## src/rtl/selfcal_pkg.sv

```systemverilog
// Shared encodings for the self-calibration sequencer.
// Assumes: mux encoding is decoded by the converter front end.
package selfcal_pkg;
    typedef enum logic [1:0] {
        MUX_NORMAL = 2'b00,
        MUX_SHORT  = 2'b01,
        MUX_FSREF  = 2'b10
    } mux_e;

    typedef enum logic [2:0] {
        ST_IDLE,
        ST_OFF,
        ST_FS,
        ST_DIV,
        ST_FIN
    } state_e;
endpackage

```

## src/rtl/selfcal_avg.sv

```systemverilog
// Averaging unit: after a start pulse it requests conversions and drops the
// first disc_n results. It sums the next 2**NLOG2 results and returns the sum
// shifted right arithmetically by NLOG2 with a one-cycle done pulse.
// Assumes: start arrives only while idle; conv_valid is counted only while
// conv_req is high.
module selfcal_avg #(
    parameter int DATA_W = 24,
    parameter int NLOG2  = 4,
    parameter int DISC_W = 4
) (
    input  logic                     clk,
    input  logic                     rst_n,
    input  logic                     start,
    input  logic [DISC_W-1:0]        disc_n,
    input  logic                     conv_valid,
    input  logic signed [DATA_W-1:0] conv_data,
    output logic                     conv_req,
    output logic                     done,
    output logic signed [DATA_W-1:0] avg
);
    localparam int ACC_W = DATA_W + NLOG2;
    localparam int NSAMP = 1 << NLOG2;

    logic                    active;
    logic [DISC_W-1:0]       disc;
    logic [NLOG2:0]          n;
    logic signed [ACC_W-1:0] acc;
    logic signed [ACC_W-1:0] samp_ext;
    logic signed [ACC_W-1:0] sum_next;
    logic signed [ACC_W-1:0] sum_sh;

    // Sign-extend the sample and form the running sum and its shifted mean.
    always_comb begin
        samp_ext = {{NLOG2{conv_data[DATA_W-1]}}, conv_data};
        sum_next = acc + samp_ext;
        sum_sh   = sum_next >>> NLOG2;
    end

    assign conv_req = active;

    // Discard, accumulate and finish control.
    always_ff @(posedge clk) begin
        if (!rst_n) begin
            active <= 1'b0;
            disc   <= '0;
            n      <= '0;
            acc    <= '0;
            done   <= 1'b0;
            avg    <= '0;
        end else begin
            done <= 1'b0;
            if (start) begin
                active <= 1'b1;
                disc   <= disc_n;
                n      <= '0;
                acc    <= '0;
            end else if (active && conv_valid) begin
                if (disc != '0) begin
                    disc <= disc - 1'b1;
                end else begin
                    acc <= sum_next;
                    n   <= n + 1'b1;
                    if (n == (NLOG2+1)'(NSAMP - 1)) begin
                        active <= 1'b0;
                        done   <= 1'b1;
                        avg    <= sum_sh[DATA_W-1:0];
                    end
                end
            end
        end
    end

    // the sample count never runs past the averaging window.
    a_r5_count_bound: assert property (@(posedge clk) disable iff (!rst_n)
        n <= (NLOG2+1)'(NSAMP));
    // done only follows an active collection.
    a_r5_done_after_active: assert property (@(posedge clk) disable iff (!rst_n)
        done |-> !active && $past(active));
endmodule

```

## src/rtl/selfcal_div.sv

```systemverilog
// Restoring divider, one quotient bit per cycle, NUM_W cycles per divide.
// Assumes: den is nonzero at start (the caller screens it); start arrives
// only while the previous divide is finished.
module selfcal_div #(
    parameter int NUM_W = 46,
    parameter int DEN_W = 25
) (
    input  logic             clk,
    input  logic             rst_n,
    input  logic             start,
    input  logic [NUM_W-1:0] num,
    input  logic [DEN_W-1:0] den,
    output logic             done,
    output logic [NUM_W-1:0] quo
);
    localparam int CW = $clog2(NUM_W + 1);

    logic             run;
    logic [CW-1:0]    cnt;
    logic [NUM_W-1:0] nsh;
    logic [DEN_W-1:0] dq;
    logic [DEN_W-1:0] rem;
    logic [DEN_W:0]   trial;
    logic [DEN_W:0]   diff;
    logic             ge;

    // Trial subtraction for the next quotient bit.
    always_comb begin
        trial = {rem, nsh[NUM_W-1]};
        diff  = trial - {1'b0, dq};
        ge    = trial >= {1'b0, dq};
    end

    // Iteration control and remainder/quotient update.
    always_ff @(posedge clk) begin
        if (!rst_n) begin
            run  <= 1'b0;
            cnt  <= '0;
            nsh  <= '0;
            dq   <= '0;
            rem  <= '0;
            quo  <= '0;
            done <= 1'b0;
        end else begin
            done <= 1'b0;
            if (start) begin
                run <= 1'b1;
                cnt <= CW'(NUM_W);
                nsh <= num;
                dq  <= den;
                rem <= '0;
                quo <= '0;
            end else if (run) begin
                rem <= ge ? diff[DEN_W-1:0] : trial[DEN_W-1:0];
                quo <= {quo[NUM_W-2:0], ge};
                nsh <= nsh << 1;
                cnt <= cnt - 1'b1;
                if (cnt == CW'(1)) begin
                    run  <= 1'b0;
                    done <= 1'b1;
                end
            end
        end
    end

    // the partial remainder stays below the divisor during a divide.
    a_r6_rem_below_den: assert property (@(posedge clk) disable iff (!rst_n)
        run |-> rem < dq);
    // the caller never starts a divide by zero.
    a_r6_den_nonzero: assert property (@(posedge clk) disable iff (!rst_n)
        start |-> den != '0);
endmodule

```

## src/rtl/selfcal_seq.sv

```systemverilog
// Self-calibration sequencer top. It decodes a command, steps the input
// multiplexer through the offset and full-scale phases, and uses one
// averaging unit for both phases. It screens the full-scale denominator,
// runs the gain divide, and publishes the coefficients with write strobes.
// Assumes: the converter honours mux_sel for conversions requested after it
// changes, and conv_data is two's complement.
module selfcal_seq
    import selfcal_pkg::*;
#(
    parameter int DATA_W     = 24,
    parameter int NLOG2      = 4,
    parameter int DISC_W     = 4,
    parameter int UNITY_LOG2 = 22,
    parameter int IDEAL_FS   = 8388607
) (
    input  logic                     clk,
    input  logic                     rst_n,
    input  logic                     cmd_valid,
    input  logic [1:0]               cmd_op,
    input  logic [DISC_W-1:0]        discard_n,
    output logic [1:0]               mux_sel,
    output logic                     conv_req,
    input  logic                     conv_valid,
    input  logic signed [DATA_W-1:0] conv_data,
    output logic                     off_wr,
    output logic                     gain_wr,
    output logic signed [DATA_W-1:0] off_coef,
    output logic [DATA_W-1:0]        gain_coef,
    output logic                     busy,
    output logic                     done,
    output logic                     fs_err
);
    localparam int NUM_W = DATA_W + UNITY_LOG2;
    localparam int DEN_W = DATA_W + 1;
    localparam logic [NUM_W-1:0] NUMER = NUM_W'(IDEAL_FS) << UNITY_LOG2;
    localparam logic [DATA_W-1:0] UNITY = DATA_W'(1) << UNITY_LOG2;

    state_e                   state;
    mux_e                     mux;
    logic                     fs_after;
    logic                     av_start;
    logic                     av_done;
    logic signed [DATA_W-1:0] av_avg;
    logic                     div_start;
    logic                     div_done;
    logic [NUM_W-1:0]         div_quo;
    logic [DEN_W-1:0]         den_q;
    logic signed [DATA_W:0]   den_s;
    logic                     den_pos;
    logic [DATA_W-1:0]        gain_sat;

    // Shared averaging unit for both calibration phases.
    selfcal_avg #(
        .DATA_W(DATA_W), .NLOG2(NLOG2), .DISC_W(DISC_W)
    ) u_avg (
        .clk(clk), .rst_n(rst_n), .start(av_start), .disc_n(discard_n),
        .conv_valid(conv_valid), .conv_data(conv_data),
        .conv_req(conv_req), .done(av_done), .avg(av_avg)
    );

    // Gain divider.
    selfcal_div #(
        .NUM_W(NUM_W), .DEN_W(DEN_W)
    ) u_div (
        .clk(clk), .rst_n(rst_n), .start(div_start), .num(NUMER),
        .den(den_q), .done(div_done), .quo(div_quo)
    );

    // Full-scale denominator and its positivity test; gain saturation.
    always_comb begin
        den_s    = {av_avg[DATA_W-1], av_avg} - {off_coef[DATA_W-1], off_coef};
        den_pos  = !den_s[DATA_W] && (den_s != '0);
        gain_sat = (div_quo[NUM_W-1:DATA_W] != '0) ? '1 : div_quo[DATA_W-1:0];
    end

    assign busy    = (state != ST_IDLE);
    assign mux_sel = mux;

    // Sequencer: phase stepping, coefficient registers and strobes.
    always_ff @(posedge clk) begin
        if (!rst_n) begin
            state     <= ST_IDLE;
            mux       <= MUX_NORMAL;
            fs_after  <= 1'b0;
            av_start  <= 1'b0;
            div_start <= 1'b0;
            den_q     <= '0;
            off_coef  <= '0;
            gain_coef <= UNITY;
            off_wr    <= 1'b0;
            gain_wr   <= 1'b0;
            done      <= 1'b0;
            fs_err    <= 1'b0;
        end else begin
            av_start  <= 1'b0;
            div_start <= 1'b0;
            off_wr    <= 1'b0;
            gain_wr   <= 1'b0;
            done      <= 1'b0;
            case (state)
                ST_IDLE: begin
                    if (cmd_valid && cmd_op != 2'b00) begin
                        fs_after <= cmd_op[1];
                        fs_err   <= 1'b0;
                        av_start <= 1'b1;
                        if (cmd_op[0]) begin
                            state <= ST_OFF;
                            mux   <= MUX_SHORT;
                        end else begin
                            state <= ST_FS;
                            mux   <= MUX_FSREF;
                        end
                    end
                end
                ST_OFF: begin
                    if (av_done) begin
                        off_coef <= av_avg;
                        off_wr   <= 1'b1;
                        if (fs_after) begin
                            state    <= ST_FS;
                            mux      <= MUX_FSREF;
                            av_start <= 1'b1;
                        end else begin
                            state <= ST_FIN;
                            mux   <= MUX_NORMAL;
                        end
                    end
                end
                ST_FS: begin
                    if (av_done) begin
                        mux <= MUX_NORMAL;
                        if (den_pos) begin
                            den_q     <= den_s[DEN_W-1:0];
                            div_start <= 1'b1;
                            state     <= ST_DIV;
                        end else begin
                            fs_err <= 1'b1;
                            state  <= ST_FIN;
                        end
                    end
                end
                ST_DIV: begin
                    if (div_done) begin
                        gain_coef <= gain_sat;
                        gain_wr   <= 1'b1;
                        state     <= ST_FIN;
                    end
                end
                default: begin
                    done  <= 1'b1;
                    state <= ST_IDLE;
                end
            endcase
        end
    end

    // the multiplexer is normal whenever no sequence runs.
    a_r3_idle_mux_normal: assert property (@(posedge clk) disable iff (!rst_n)
        !busy |-> mux_sel == MUX_NORMAL);
    // conversions are requested only with a calibration source selected.
    a_r3_req_with_source: assert property (@(posedge clk) disable iff (!rst_n)
        conv_req |-> mux_sel != MUX_NORMAL);
    // done lasts one cycle and is never raised while busy.
    a_r9_done_single: assert property (@(posedge clk) disable iff (!rst_n)
        done |=> !done);
    a_r9_done_not_busy: assert property (@(posedge clk) disable iff (!rst_n)
        done |-> !busy);
    // an error never comes with a gain update or a gain change.
    a_r8_err_keeps_gain: assert property (@(posedge clk) disable iff (!rst_n)
        $rose(fs_err) |-> !gain_wr && $stable(gain_coef));
    // a command seen while busy leaves the phase plan alone.
    a_r10_busy_ignores_cmd: assert property (@(posedge clk) disable iff (!rst_n)
        (busy && cmd_valid) |=> $stable(fs_after));
endmodule

```

## config.mk

```make
export PLATFORM = sky130hd
export DESIGN_NAME = selfcal_seq
export DESIGN_NICKNAME = d
export VERILOG_FILES = /design/src/rtl/selfcal_pkg.sv /design/src/rtl/selfcal_avg.sv /design/src/rtl/selfcal_div.sv /design/src/rtl/selfcal_seq.sv
export SDC_FILE = /design/constraint.sdc
export NUM_CORES = 1
export LEC_CHECK = 0
export ABC_AREA = 1
export BUFFER_PORTS_ARGS = -buffer_cell sky130_fd_sc_hd__buf_2
export CELL_PAD_IN_SITES_DETAIL_PLACEMENT = 0
export CELL_PAD_IN_SITES_GLOBAL_PLACEMENT = 1
export CORE_ASPECT_RATIO = 0.7
export CORE_MARGIN = 2
export CORE_UTILIZATION = 45
export CTS_BUF_LIST = sky130_fd_sc_hd__clkbuf_16
export CTS_CLUSTER_DIAMETER = 40
export DETAILED_ROUTE_END_ITERATION = 6
export PLACE_DENSITY = 0.9
export RECOVER_POWER = 25
export SYNTH_ARGS = -nofsm -noshare
export SYNTH_HDL_FRONTEND = slang
export SYNTH_SLANG_ARGS = --single-unit
```

## constraint.sdc

```tcl
create_clock -name clk -period 2.96 [get_ports clk]
set_clock_uncertainty 0.05 [all_clocks]
set_input_delay 0.296 -clock clk [delete_from_list [all_inputs] [get_ports clk]]
set_output_delay 0.296 -clock clk [all_outputs]
set_load 0.005 [all_outputs]
```

After elaboration in Yosys (flattened, before gate mapping)
Cells that the tools add are included.

operators by class
  add/subtract/negate cells = 6
  $lt $le $gt $ge = 1
  eq/ne operators = 11
  multiplexer cells = 44
  bitwise logic cells = 5
  reductions and logical operators = 35

operators with widths
  kind                                                    number
  2-to-1 mux 45 bit                                       2
  adder 28 x 24 -> 28 bit                                 1
  greater-or-equal comparator 26 x 25 -> 1 bit            1
  2-to-1 mux 25 bit                                       1
  nonzero test 25 bit                                     1
  subtractor 24 x 24 -> 25 bit                            1
  subtractor 25 bit                                       1
  2-to-1 mux 24 bit                                       1
  nonzero test 22 bit                                     1
  2-to-1 mux 1 bit                                        19
  2-to-1 mux 3 bit                                        6
  AND reduction 4 bit                                     4
  AND reduction 2 bit                                     7
  2-to-1 mux 2 bit                                        6
  2-to-1 mux 4 bit                                        3
  2-to-1 mux 6 bit                                        2
  case mux 3 bit (4 select lines)                         1
  nonzero test 2 bit                                      6
  AND reduction 3 bit                                     3
  OR reduction 4 bit                                      2
  equality test 3 x 2 -> 1 bit (second input constant)    2
  equality test 6 x 1 -> 1 bit (second input constant)    1
  inequality test 2 x 1 -> 1 bit (second input constant)  3
  inequality test 2 bit (second input constant)           3
  15 further kinds                                        24

storage, ports and cells
  register bits = 276
  bits of input ports = 34

Depth between registers and ports, before layout
Gate-level depths: netlist of run 1.

  depth after elaboration = 6
  gate-level depth with buffers = 22
  depth with buffers taken out = 21

By module
A second synthesis of run 1 with hierarchy kept.

second synthesis, totals
  cells, all modules = 2671
  area, all modules = 17270.3 um2

modules (own cells, without submodules)
  module       instances  cells an instance  area an instance (um2)
  selfcal_div  1          1147               7811.2
  selfcal_seq  1          808                5063.6
  selfcal_avg  1          716                4395.5

Least setup slack after synthesis of run 1
OpenSTA, ideal clock, no wires.

  path type = register to register
  from = register u_avg.avg[0]
  to = register den_q[13]
  arrival = 2.371 ns
  required time = 2.794 ns
  slack = 0.424 ns
  stages on the path, launching flop included = 21
  path through = dfxtp_1 -> inv_1 -> ha_1 -> fa_1 -> inv_1 -> nand2_1 -> nand2_1 -> nand3_1 -> nand2_2 -> nand2_1 -> nand3_1 -> nand2_1 -> nor2_1 -> nand2_1 -> nor2_2 -> nand4_2 -> nand3_4 -> inv_4 -> buf_4 -> nor2_1 -> nor2_1

between the ends
  word-level cells in the longest chain between the ends = 4
  elaborated cells on any way between the ends = 5
  classes of those cells = add/sub (1); reduce/logical (4)

RTL lines
  element                                                          line                source
  start, declared                                                  selfcal_avg.sv:19   output logic signed [DATA_W-1:0] avg
  start signal, assigned                                           selfcal_avg.sv:66   avg <= sum_sh[DATA_W-1:0];
  subtractor 24 x 24 -> 25 bit *                                   selfcal_seq.sv:71   den_s = {av_avg[DATA_W-1], av_avg} - {off_coef[DATA_W-1], off_coef};
  nonzero test 25 bit / logical NOT 1 bit (equally long branches)  selfcal_seq.sv:72   den_pos = !den_s[DATA_W] && (den_s != '0);
  logical AND 1 bit                                                selfcal_seq.sv:72
  AND reduction 3 bit (no line)                                    -
  end signal, assigned                                             selfcal_seq.sv:133  den_q <= den_s[DEN_W-1:0];
  end, declared                                                    selfcal_seq.sv:47   logic [DEN_W-1:0] den_q;

Every way passes the cells marked *; elsewhere a longest branch is shown, timed or not.
A chain may end at the register's enable or synchronous reset.

Worst setup path in the final report of run 1
  from = register u_avg.avg[0]
  to = register den_q[17]

Same word-level chain as after synthesis.

==> results of run 1 <==
worst max-delay path: stages (launching register included):
cell      delay (ns)
dfxtp_2         0.33
inv_2           0.05
ha_4            0.16
fa_2            0.39
inv_2           0.10
nand2_1         0.06
nand2_2         0.09
nand3_2         0.08
nand2_2         0.11
nand3_1         0.17
nand4_1         0.12
nand2_1         0.09
nor2_2          0.16
nand4_2         0.16
nand3_4         0.16
buf_12          0.14
clkinv_8        0.06
o21ai_0         0.15
nor2_1          0.05
synthesized netlist by cell type, types with 2 or more instances:
master / instances
inv_1: 296
o221a_2: 18
nor3_1: 27
o21ai_0: 160
o21bai_1: 14
o21a_1: 2
nor2_2: 9
a21oi_1: 222
nor2_1: 139
o21ai_1: 8
a211oi_1: 6
ha_1: 81
buf_4: 4
a31oi_1: 15
a22oi_1: 2
dfxtp_1: 276
o22ai_1: 7
a221oi_1: 22
nand4_1: 24
o211ai_1: 26
a21o_1: 8
inv_2: 2
nand3_2: 5
o31ai_1: 3
nand2_2: 15
nor4_1: 8
clkbuf_1: 68
xnor2_1: 14
a31o_2: 2
nand3_1: 80
nor3_2: 2
buf_1: 5
or2_2: 7
nand3b_1: 10
buf_2: 5
nand2_1: 452
xor2_1: 26
fa_1: 3
nor2_4: 2
a21boi_0: 4
per-stage QoR:
step	hold WS (ns)	instance area (um2)	setup slack, ns
finish	0.0138	17200	0.151
global route	0.0758	17200	-0.0189
CTS	0.0109	16900	0.0226
detailed placement	0.399	15700	-0.0358
global placement	0.390	15700	0.0431
floorplan	0.372	14800	0.424
cell type report:
type,instances,area (um2)
tap,427,534
inverter,300,1140
timing repair buffer,135,805
clock inverter,25,250
timing repair inverter,2,17.5
multi-input combinational,1430,8030
clock buffer,35,876
sequential,276,5530
fill,3174,15200
flip-flops by register name, indices dropped and copies added (netlist names), 2 cells and up:
| register | cells |
|---|---|
| u_div.dq | 25 |
| den_q | 25 |
| u_div.quo | 46 |
| off_coef | 24 |
| mux_sel | 2 |
| u_div.rem | 25 |
| u_avg.disc | 4 |
| state | 3 |
| u_avg.n | 5 |
| u_div.cnt | 6 |
| u_avg.acc | 28 |
| u_avg.avg | 24 |
| u_div.nsh | 24 |
| gain_coef | 24 |
worst min path at each step:
stage	from	to	slack, ns
after global placement	u_avg.n[4]$_SDFFE_PP0P_	u_avg.n[4]$_SDFFE_PP0P_	0.39
final	discard_n[2]	u_avg.disc[2]$_SDFFE_PN0P_	0.01
after CTS	discard_n[2]	u_avg.disc[2]$_SDFFE_PN0P_	0.01
after global routing	discard_n[2]	u_avg.disc[2]$_SDFFE_PN0P_	0.08
after floorplan	u_avg.n[3]$_SDFFE_PP0P_	u_avg.n[3]$_SDFFE_PP0P_	0.37
after detailed placement	u_avg.n[4]$_SDFFE_PP0P_	u_avg.n[4]$_SDFFE_PP0P_	0.40
report_power, final:
group,switching [uW],internal [uW],leakage (uW)
registers,62.6,3800,0.00223
clock network,1730,2470,0.000568
logic,589,290,0.00517
logic make-up after synthesis:
family | after synthesis | share of synthesized area (%)
XOR/XNOR | 40 | 2.37
AO/OA/AOI/OAI | 521 | 20.3
AND/OR/NAND/NOR | 785 | 22.8
adder cells (fa/ha/maj) | 84 | 7.26
flip-flops | 276 | 37.4
buffers and inverters | 383 | 9.93
metal layers:
| metal | wire length, um | part of all wire [%] | vias up | global-route usage (%) |
|---|---|---|---|---|
| met1 | 21000 | 52 | 6392 | 36.2 |
| met3 | 2720 | 6.7 | 38 | 3.98 |
| met2 | 16300 | 40 | 379 | 33.1 |
| met4 | 476 | 1.2 | 0 | 4.76 |
| met5 | 0 | 0 | - | 0 |
| li1 | - | - | 7118 | - |
timing repair:
item	4_1_cts	5_1_grt
gates resized for setup	1	71
endpoints found under the setup margin	12	58
hold buffers	2	0
setup buffers	2	6
pin swaps	0	15
cloned	0	2
hold endpoints to repair	2	0
==> flow_metrics.env, run 1 <==
export IMPL_start_util_pct=45.7
export IMPL_clock_path_buffers=3
export IMPL_dieArea_um2=34400
export IMPL_grt_max_degree=101
export IMPL_crit_start="u_avg.avg[0]$_SDFFE_PN0P_"
export IMPL_fmax_ghz=0.356
export IMPL_fp_dieH_um=156
export IMPL_fin_cells=2630
export IMPL_critPathKind="register to register"
export IMPL_synth_top_cell_area_share_pct=37.4
export IMPL_clk_latency_ns=0.53
export IMPL_gp_congestion=0.953
export IMPL_wl_per_cell_um=15.4
export IMPL_drc=0
export IMPL_drive_above_1_share_pct=12.3
export IMPL_grt_pass1_wl_um=65000
export IMPL_synthArstFlopShare_pct=0
export IMPL_rows=55
export IMPL_yosysTopAreaCell="dfxtp_1"
export IMPL_fin_crit_ns=2.81
export IMPL_antenna_found_initial=0
export IMPL_synth_warnings=0
export IMPL_track_usage_pct=23.3
export IMPL_final_hold_violation_count=0
export IMPL_syn_nets=2207
export IMPL_grt_overflow=0
export IMPL_dpl_hpwl_um=29400
export IMPL_seq_area_frac_synth_pct=37.4
export IMPL_numCtsBuffers=35
export IMPL_r2r_start="u_avg.avg[0]$_SDFFE_PN0P_"
export IMPL_final_core_util_pct=53.1
export IMPL_cp_endpoint="den_q[17]$_SDFFE_PN0P_"
export IMPL_dp_cells=2558
export IMPL_numPortBuffers=89
export IMPL_area_growth_pct=16.2
export IMPL_power_uw=8930
export IMPL_finalNetCount=2298
export IMPL_die_x_um=221
export IMPL_min_path_cells=3
export IMPL_drt_pass1_iterations=5
export IMPL_crit_required_ns=3.33
export IMPL_final_common_cell="nand2_1"
export IMPL_mostFrequentLayoutCells="nand2_1 (448), inv_1 (296), dfxtp_1 (274)"
export IMPL_clock_sinks=276
export IMPL_synth_edf_count=0
export IMPL_ir_worst_vdd_v=0.000384
export IMPL_vias=13927
export IMPL_setup_viol=0
export IMPL_syn_mean_instance_area_um2=7.08
export IMPL_cp_end_kind="register"
export IMPL_startpoint_type="register"
export IMPL_reg2reg_slack_ns=0.15
export IMPL_grt_pass1_vias=12592
export IMPL_slew_violations=50
export IMPL_power_density_nw_per_um2=520
export IMPL_wl_um=40500
export IMPL_antenna_cells=0
export IMPL_drt_initial_drc_count=1105
export IMPL_avgViaCountPerCell=5.30
export IMPL_netlist_area_um2=14800
export IMPL_synthDistinctLibCells=50
export IMPL_clkTransAtPathRegs_ns=0.06
export IMPL_synth_area_top_cells="dfxtp_1 (37%), nand2_1 (11%), a21oi_1 (7.5%)"
export IMPL_cts_tree="built"
export IMPL_h_tree_depth=2
export IMPL_holdCritPathClass="input port to register"
export IMPL_r2r_cells=18
export IMPL_failed_checks="max-capacitance violations, max-slew violations"
export IMPL_syn_instance_count=2089
export IMPL_r2r_end="den_q[17]$_SDFFE_PN0P_"
export IMPL_setup_tns_ns=0
export IMPL_antenna_left=0
export IMPL_synth_ff_type="dfxtp_1"
export IMPL_p_leak_uw=0.00796
export IMPL_max_cap_violations=1
export IMPL_ys_seq_elements=276
export IMPL_cp_max_fo=7
export IMPL_crit_arrival_ns=3.18
export IMPL_ios=90
export IMPL_status="complete, but fails checks"
export IMPL_cts_root_buf="clkbuf_16"
export IMPL_period_share_pct=94.9
export IMPL_fp_coreArea_um2=32300
export IMPL_worstMarginPinSlew_ns=1.53
export IMPL_relSlewSlack_pct=-2.38
Power figures use the tool's default switching activity.
==> inputs of run 2 (changes only) <==
Settings changed: SETUP_SLACK_MARGIN from default to 0.5.
==> run 2 against run 1 <==
Against the previous run: the flow now finishes without violations; fmax shrank 3.4%; non-clock buffer count grew 59; sequential power barely moved; global-route usage rose by 0.83 points; clock power increased by 1%; cell count grew 2.4%; critical path depth rose by 4; register-to-register slack lost 0.10 ns; largest cell class unchanged.
==> flow_metrics.env, run 2 (synthesis results as in run 1) <==
export IMPL_setup_viol=0
export IMPL_drt_initial_drc_count=1145
export IMPL_crit_required_ns=3.39
export IMPL_rows=55
export IMPL_vias=14357
export IMPL_grt_pass1_wl_um=67000
export IMPL_final_common_cell="nand2_1"
export IMPL_drc=0
export IMPL_slew_violations=0
export IMPL_worstMarginPinSlew_ns=1.29
export IMPL_relSlewSlack_pct=14.1
export IMPL_largest_register_ffs=46
export IMPL_wl_per_cell_um=15.8
export IMPL_wl_um=42600
export IMPL_p_leak_uw=0.00861
export IMPL_status="completed"
export IMPL_mostFrequentLayoutCells="nand2_1 (421), inv_1 (280), dfxtp_1 (260)"
export IMPL_fin_crit_ns=2.91
export IMPL_numCtsBuffers=35
export IMPL_largestRegisters="u_div.quo: 46 flops, u_avg.acc: 28 flops"
export IMPL_cts_root_buf="clkbuf_16"
export IMPL_die_x_um=221
export IMPL_h_tree_depth=2
export IMPL_final_hold_violation_count=0
export IMPL_cp_end_kind="register"
export IMPL_grt_pass1_vias=12995
export IMPL_startpoint_type="register"
export IMPL_max_cap_violations=0
export IMPL_fillers=2972
export IMPL_start_util_pct=45.7
export IMPL_area_growth_pct=25.5
export IMPL_avgViaCountPerCell=5.33
export IMPL_drive_above_1_share_pct=22.1
export IMPL_antenna_found_initial=0
export IMPL_fin_hold_ws_ns=0.0280
export IMPL_clkTransAtPathRegs_ns=0.06
export IMPL_gp_congestion=0.985
export IMPL_drt_pass1_iterations=5
export IMPL_ir_worst_vdd_v=0.000397
export IMPL_final_core_util_pct=57.4
export IMPL_fmax_ghz=0.344
export IMPL_fp_coreArea_um2=32300
export IMPL_ios=90
export IMPL_cts_tree="built"
export IMPL_track_usage_pct=24.1
export IMPL_clk_latency_ns=0.54
export IMPL_power_uw=9030
export IMPL_grt_overflow=0
export IMPL_antenna_left=0
export IMPL_fp_dieH_um=156
export IMPL_period_share_pct=98.3
export IMPL_top_register="u_div.quo"
export IMPL_rsz0062_at_grt="yes"
export IMPL_cp_max_fo=7
export IMPL_critPathKind="register to register"
export IMPL_crit_arrival_ns=3.34
export IMPL_clock_sinks=276
export IMPL_numPortBuffers=89
export IMPL_holdCritPathClass="input port to register"
export IMPL_finalNetCount=2357
export IMPL_power_density_nw_per_um2=486
export IMPL_dieArea_um2=34400
export IMPL_antenna_cells=0
export IMPL_dpl_hpwl_um=30400
export IMPL_clock_path_buffers=3
export IMPL_grt_max_degree=76
## run 2: worst max-delay path, cell delays in order (launching register included)
cell	delay [ns]
dfxtp_2	0.35
inv_4	0.05
ha_4	0.16
fa_2	0.39
inv_2	0.12
nand2_2	0.07
nand2_4	0.10
nand3_4	0.10
nand2_4	0.11
nand2_1	0.07
nand2_1	0.06
nand2_1	0.10
nand2_1	0.10
nand3_2	0.11
nor2_4	0.12
nand4_4	0.12
nand3_4	0.14
buf_12	0.16
buf_12	0.11
inv_8	0.04
nand2_2	0.04
nand2_1	0.04
nor2_1	0.10
## run 2: timing repair
action / in CTS / in global routing
endpoints found under the hold margin: 3 / 0
buffers inserted: 21 / 32
resized for setup: 121 / 161
pin swaps: 30 / 63
setup endpoints to repair: 65 / 98
hold buffers: 3 / 0
cloned: 4 / 0
## run 2: final cells by class
type                       instances  area, um2  area share (%)
multi-input combinational       1430       8740            47.1
tap                              427        534            2.88
timing repair inverter             2       17.5          0.0944
inverter                         300       1160            6.23
clock inverter                    29        280            1.51
sequential                       276       5550            29.9
timing repair buffer             194       1410            7.61
clock buffer                      35        876            4.72
## run 2: metal layers
metal / up-vias / global-route usage, % / wire length [um]
met4: 0 / 5.05 / 688
li1: 7242 / - / -
met5: - / 0 / 0
met1: 6645 / 37.8 / 21700
met3: 51 / 4.19 / 2800
met2: 419 / 33.9 / 17300
## run 2: final timing paths
check                            startpoint                    endpoint  slack, ns  cells after the start
hold / removal                 discard_n[0]  u_avg.disc[0]$_SDFFE_PN0P_       0.03                      3
setup reg to reg  u_avg.avg[0]$_SDFFE_PN0P_       den_q[1]$_SDFFE_PN0P_       0.05                     22
setup / recovery  u_avg.avg[0]$_SDFFE_PN0P_       den_q[1]$_SDFFE_PN0P_       0.05                     22
hold reg to reg     u_avg.n[3]$_SDFFE_PP0P_     u_avg.n[3]$_SDFFE_PP0P_       0.41                      1
## run 2: per-stage QoR
step           cell area [um2]  TNS (ns)  setup WS [ns]  cells
2_1_floorplan            14800         0          0.513   2089
3_5_place_dp             15800         0         0.0343   2569
4_1_cts                  17700         0          0.208   2661
6_report                 18600         0         0.0512   2693
5_1_grt                  18600    -0.919        -0.0841   2693
3_3_place_gp             15800         0         0.0625   2569
## run 2: power breakdown
part / switching (uW) / internal (uW)
Sequential: 63.4 / 3800
Clock: 1820 / 2410
Combinational: 614 / 318
Total: 2500 / 6530
